`config.mk`:
```
export PLATFORM = sky130hd
export DESIGN_NAME = vid_aperture_dec
export DESIGN_NICKNAME = d
export VERILOG_FILES = /design/src/rtl/vid_aperture_dec.sv
export SDC_FILE = /design/constraint.sdc
export NUM_CORES = 1
export LEC_CHECK = 0
export BUFFER_PORTS_ARGS = -buffer_cell sky130_fd_sc_hd__buf_2
export CAP_MARGIN = 30
export CORE_MARGIN = 4
export CORE_UTILIZATION = 43
export CTS_CLUSTER_SIZE = 40
export DETAILED_ROUTE_END_ITERATION = 10
export GPL_TIMING_DRIVEN = 0
export MAX_ROUTING_LAYER = met4
export PLACE_DENSITY_LB_ADDON = 0.3
export SYNTH_ARGS = -nofsm -noshare
export SYNTH_HDL_FRONTEND = slang
export SYNTH_SLANG_ARGS = --single-unit
```
`constraint.sdc`:
```
create_clock -name clk -period 2.2 [get_ports clk]
set_input_delay 0.22 -clock clk [delete_from_list [all_inputs] [get_ports clk]]
set_output_delay 0.22 -clock clk [all_outputs]
set_load 0.01 [all_outputs]
```
`src/rtl/vid_aperture_dec.sv`:
```
module vid_aperture_dec #(
  parameter int HOST_AW = 24,
  parameter int DISP_AW = 20,
  parameter int BANK_W  = 4
) (
  input  logic               clk,
  input  logic               rst_n,
  input  logic               cfg_we,
  input  logic [1:0]         cfg_sel,
  input  logic [7:0]         cfg_wdata,
  output logic [7:0]         cfg_rdata,
  input  logic               host_valid,
  input  logic               host_wr,
  input  logic [HOST_AW-1:0] host_addr,
  output logic               hit,
  output logic [DISP_AW-1:0] disp_addr
);
  localparam int TOP_W = HOST_AW - DISP_AW;
  localparam int LOW_W = DISP_AW - BANK_W;

  logic [2*BANK_W-1:0] bank_q;
  logic                lin_q;
  logic [1:0]          map_q;
  logic [TOP_W-1:0]    base_q;

  always_ff @(posedge clk or negedge rst_n) begin
    if (!rst_n) begin
      bank_q <= '0;
      lin_q  <= 1'b0;
      map_q  <= 2'b00;
      base_q <= '0;
    end else if (cfg_we) begin
      case (cfg_sel)
        2'd0: bank_q <= cfg_wdata[2*BANK_W-1:0];
        2'd1: lin_q  <= cfg_wdata[4];
        2'd2: map_q  <= cfg_wdata[3:2];
        default: base_q <= cfg_wdata[TOP_W-1:0];
      endcase
    end
  end

  always_comb begin
    cfg_rdata = '0;
    case (cfg_sel)
      2'd0: cfg_rdata[2*BANK_W-1:0] = bank_q;
      2'd1: cfg_rdata[4] = lin_q;
      2'd2: cfg_rdata[3:2] = map_q;
      default: cfg_rdata[TOP_W-1:0] = base_q;
    endcase
  end

  wire             lin_mode = lin_q && (map_q == 2'b00);
  wire [TOP_W-1:0] top_bits = host_addr[HOST_AW-1:DISP_AW];
  wire [4:0]       win_bits = host_addr[DISP_AW-1:DISP_AW-5];

  logic in_window;
  always_comb begin
    case (map_q)
      2'b00:   in_window = win_bits[4:2] == 3'b101;
      2'b01:   in_window = win_bits[4:1] == 4'b1010;
      2'b10:   in_window = win_bits == 5'b10110;
      default: in_window = win_bits == 5'b10111;
    endcase
  end

  wire              lin_hit  = lin_mode && (top_bits == base_q);
  wire              bank_hit = !lin_mode && (top_bits == '0) && in_window;
  wire [BANK_W-1:0] nib      = host_wr ? bank_q[BANK_W-1:0] : bank_q[2*BANK_W-1:BANK_W];

  assign hit = host_valid && (lin_hit || bank_hit);

  always_comb begin
    if (!hit)          disp_addr = '0;
    else if (lin_mode) disp_addr = host_addr[DISP_AW-1:0];
    else               disp_addr = {nib, host_addr[LOW_W-1:0]};
  end
endmodule

```
# == After elaboration in Yosys (flattened, before gate mapping) ==
# Cells that the tools add are included.
# W data, S select, Z words.
# word_totals
regBits,15
latch_bits,0
mem_bits_rw,0
romBits,0
in_bits,39
output_inout_bits,29
word_cells,38
mem_count,0
# classes
n_addsub,0
mul,0
div,0
order_cmp,0
eq_ne,9
shift,0
muxes,8
bitwise_logic,1
n_reduce_logical,16
# op_table
operator,n
$mux W20,2
$eq A5 B5 Y1 const B,2
$reduce_and A2 Y1,4
$pmux W2 S3,1
$logic_and A1 B1 Y1,5
$eq A2 B1 Y1 const B,2
$eq A2 B2 Y1 const B,2
$eq A4 B4 Y1,1
$eq A4 B4 Y1 const B,1
$logic_not A2 Y1,2
$logic_not A4 Y1,1
$mux W4,1
$pmux W2 S2,1
$eq A3 B3 Y1 const B,1
$mux W3,1
$pmux W1 S3,1
$reduce_or A3 Y1,1
$pmux W1 S2,1
$reduce_or A2 Y1,1
$logic_not A1 Y1,1
$logic_or A1 B1 Y1,1
$not A1 Y1,1

# == Logic depth before layout (Yosys ltp) ==
# logic_depth
depth_word,8
mapped_depth,5
ltp_nobuf,4

# == Worst setup path after synthesis ==
# Ideal clock, no wire load.
# synth_path
path_type,register to output
startpoint,register map_q[1]
endpoint,output disp_addr[10]
arrival_time_ns,1.540
t_required_ns,1.980
path_slack_ns,0.440
stages_incl_launch_ff,6
path_buffers,1
cell_sequence,dfrtp_1 -> nor3b_4 -> nand4_1 -> or3_4 -> buf_6 -> a21boi_2
# synth_between
elab_chain_cells,8
word_cells_on_any_way,12
classes_between,2 x eq/ne; 2 x mux; 8 x reduce/logical
# synth_lines
item,line,source
from (decl),23,logic [1:0] map_q;
from (signal assigned),36,2'd2: map_q <= cfg_wdata[3:2];
"parallel branches: the longest is 5 deep, another holds $pmux W1 S3",n/a,
$logic_or A1 B1 Y1 (*),70,assign hit = host_valid && (lin_hit || bank_hit);
$logic_and A1 B1 Y1 (*),70,
$mux W20 (*),73,if (!hit) disp_addr = '0;
to (decl),16,output logic [DISP_AW-1:0] disp_addr
# Mark *: on every way between the ends.

# == Worst setup path in the final report ==
# layout_path
startpoint,register lin_q
endpoint,output disp_addr[4]
# layout_between
elab_chain_cells,7
word_cells_on_any_way,8
classes_between,1 x mux; 7 x reduce/logical
# layout_lines
item,line,source
from (decl),22,logic lin_q;
from (signal assigned),35,2'd1: lin_q <= cfg_wdata[4];
$logic_and A1 B1 Y1 (*),52,wire lin_mode = lin_q && (map_q == 2'b00);
$logic_not A1 Y1,67,wire bank_hit = !lin_mode && (top_bits == '0) && in_window;
$logic_and A1 B1 Y1 (2 in series),67,
$logic_or A1 B1 Y1 (*),70,
$logic_and A1 B1 Y1 (*),70,
$mux W20 (*),73,
# Every way passes the cells marked *; elsewhere a longest branch is shown, timed or not.

==> flow_metrics.py <==
metrics = {
    "cts": {
        "clock_sinks": 15,
        "cts_tree": "done",
        "numCtsBuffers": 3,
        "htree_levels": 1,
        "clk_pin_slew_worst_paths_ns": 0.09,
        "insertion_delay_ns": 0.28,
        "root_buffer": "clkbuf_4",
        "clock_path_buffers": 2,
    },
    "logic_synthesis": {
        "synth_area_leaders": "dfrtp_1, mux2_1, a21boi_2",
        "ys_seq_elements": 15,
        "ys_seq_area_share_pct": 33.2,
        "yosys_warnings": 0,
        "synthCells": 104,
        "synth_edf_count": 0,
        "yosysTopAreaCell": "dfrtp_1",
        "synth.net_count": 143,
        "synth_most_common_cell": "mux2_1",
        "synth_common_cells": "mux2_1, a21boi_2, dfrtp_1",
        "avgSynthCellArea_um2": 10.9,
        "postSynth.asyncResetShare_pct": 100,
        "synth_cell_types": 26,
        "synth_top_cell_area_share_pct": 33.2,
        "synth_area_um2": 1130,
        "ys.flop_type": "dfrtp_1",
    },
    "sta": {
        "setup_viol": 0,
        "relSlewSlack_pct": 68.5,
        "rsz0062_at_grt": "false",
        "tightest_slew_ns": 0.471,
        "fin_crit_sh_pct": 95.7,
        "fin_worst_skew_ns": 0,
        "max_clock_freq_mhz": 475,
        "slew_viol_final": 0,
        "setup_slack_ns": 0.0944,
        "tns_ns": 0,
        "final_hold_viol_count": 0,
        "final.min_clock_period_ns": 2.11,
    },
    "die": {
        "design.core.area_um2": 2500,
        "rows": 18,
        "die_width_um": 59.3,
        "ios": 68,
        "initial_core_util_pct": 45.2,
        "fp.dieArea_um2": 3510,
        "die_y_um": 59.3,
    },
    "route": {
        "drtPass1Iterations": 4,
        "avgViaCountPerCell": 5.11,
        "drc_errors": 0,
        "vias": 1043,
        "initialDrtViolationCount": 68,
        "routedWlPerCell_um": 14.4,
        "antenna_left": 0,
        "wl_um": 2940,
    },
    "pwr": {
        "leakage_nw": 0.777,
        "vdd_drop_max_v": 0.000436,
        "p_per_area_nw_per_um2": 505,
    },
    "worst_setup_path": {
        "critPathArrivalTime_ns": 1.89,
        "crit_chain": "nor3b_4 > buf_4 > or3_4 > buf_6 > a21boi_2 > buf_2",
        "crit_required_ns": 1.98,
        "cp_max_fo": 10,
        "crit_type": "reg -> out",
        "end_kind": "output port",
        "slowest_delay_ns": 0.41,
        "cp_slowest_cell": "dfrtp_1",
        "critPathLaunchType": "flop",
        "r2r_cells": 1,
    },
    "final_layout": {
        "fillers": 229,
        "nets": 214,
        "stdcell_count": 204,
        "drive_gt1_share_pct": 56.3,
        "area_growth_pct": 37.3,
        "antenna_cells": 0,
    },
    "placed_design": {
        "routabilityCongestion": 0.775,
        "post-place-ws_ns": 0.196,
        "port_buffers": 64,
        "dpl.cell_count": 198,
        "post-dp-hpwl_um": 2420,
    },
    "min_path": {
        "min_path_cells": 2,
        "hold_path_class": "in -> reg",
    },
    "status": {
        "status": "finished clean",
    },
    "global_route": {
        "grt_max_degree": 16,
        "grt_pass1_wl_um": 4600,
        "antenna_found_initial": 0,
        "grt_pass1_vias": 995,
        "overflow": 0,
        "grtUsageTotal_pct": 17.6,
    },
    "run": {
        "max_cap_viol_count": 0,
    },
}
cells in the final DEF (no fill, tap or decap), types with 2 or more instances in the layout:
cell,count
nor2_1,9
or3_4,2
buf_6,4
nand2_1,2
clkbuf_4,3
nand4_1,2
and2_1,5
xnor2_1,2
mux2_1,16
clkbuf_1,4
a21boi_2,15
xor2_1,2
buf_2,65
a21oi_2,4
mux2i_1,5
dfrtp_1,13
a22o_1,4
a21oi_1,5
dfrtp_2,2
kinds of logic (layout without fill, tap and decap cells):
group           Yosys count  count (layout)  synth area share (%)
compound gates           30              30                  24.7
simple gates             25              25                  13.4
mux                      22              22                  21.3
flops                    15              15                  33.2
buf+inv                   8              78                  4.31
xor+xnor                  4               4                  3.10
critical path: cells and delay by family, from the launching register on:
kind | cells | cell delay [ns]
AO/OA/AOI/OAI | 1 | 0.14
buffers and inverters | 3 | 0.48
AND/OR/NAND/NOR | 2 | 0.57
flip-flops | 1 | 0.41
state kept, by name (all words and copies together), names as in the netlist:
| name | count |
|---|---|
| map_q | 2 |
| lin_q | 1 |
| bank_q | 8 |
| base_q | 4 |
per-stage QoR:
step                      hold WS (ns)  util, %  total power [W]  cell area, um^2
after CTS                        0.147     61.5         0.000791             1540
after detailed placement         0.141     59.6         0.000624             1490
final                            0.152     62.1         0.000784             1550
after global placement           0.135     59.6         0.000614             1490
after global routing             0.148     62.1         0.000839             1550
after floorplan                -0.0756        -         0.000526             1130
worst paths after layout:
kind / start / to / slack [ns]
max: lin_q / disp_addr[4] / 0.09
max in group asynchronous: rst_n / map_q[0] / 1.58
min: cfg_wdata[7] / bank_q[7] / 0.15
min in group asynchronous: rst_n / bank_q[3] / 0.35
min reg2reg: bank_q[7] / bank_q[7] / 0.52
max reg2reg: map_q[0] / map_q[0] / 1.31
routing by layer:
metal	GRT usage, %	share of wire (%)
met4	5.83	1.4
met5	-	0
met1	21.0	42
met3	3.05	8.5
met2	29.8	49
report_power, final:
group,switching (W),internal (W)
logic,0.000112,0.000134
registers,0.0000498,0.000329
clock network,0.0000883,0.0000705
repair_timing:
item / CTS / global route
hold buffers: 1 / 0
resized for setup: 2 / 6
buffers inserted: 1 / 0
gates cloned: 0 / 0
endpoints found under the setup margin: 20 / 19
pin swaps: 1 / 0
endpoints found under the hold margin: 15 / 0
cell type report:
type                       instances  area [um^2]  area share (%)
buffer                             8         61.3            3.95
clock buffer                       4         26.3            1.69
multi-input combinational         81          712            45.9
sequential                        15          378            24.3
tap                               30         37.5            2.42
timing repair buffer              66          338            21.8
No activity file was read; power rests on OpenSTA's default activity.
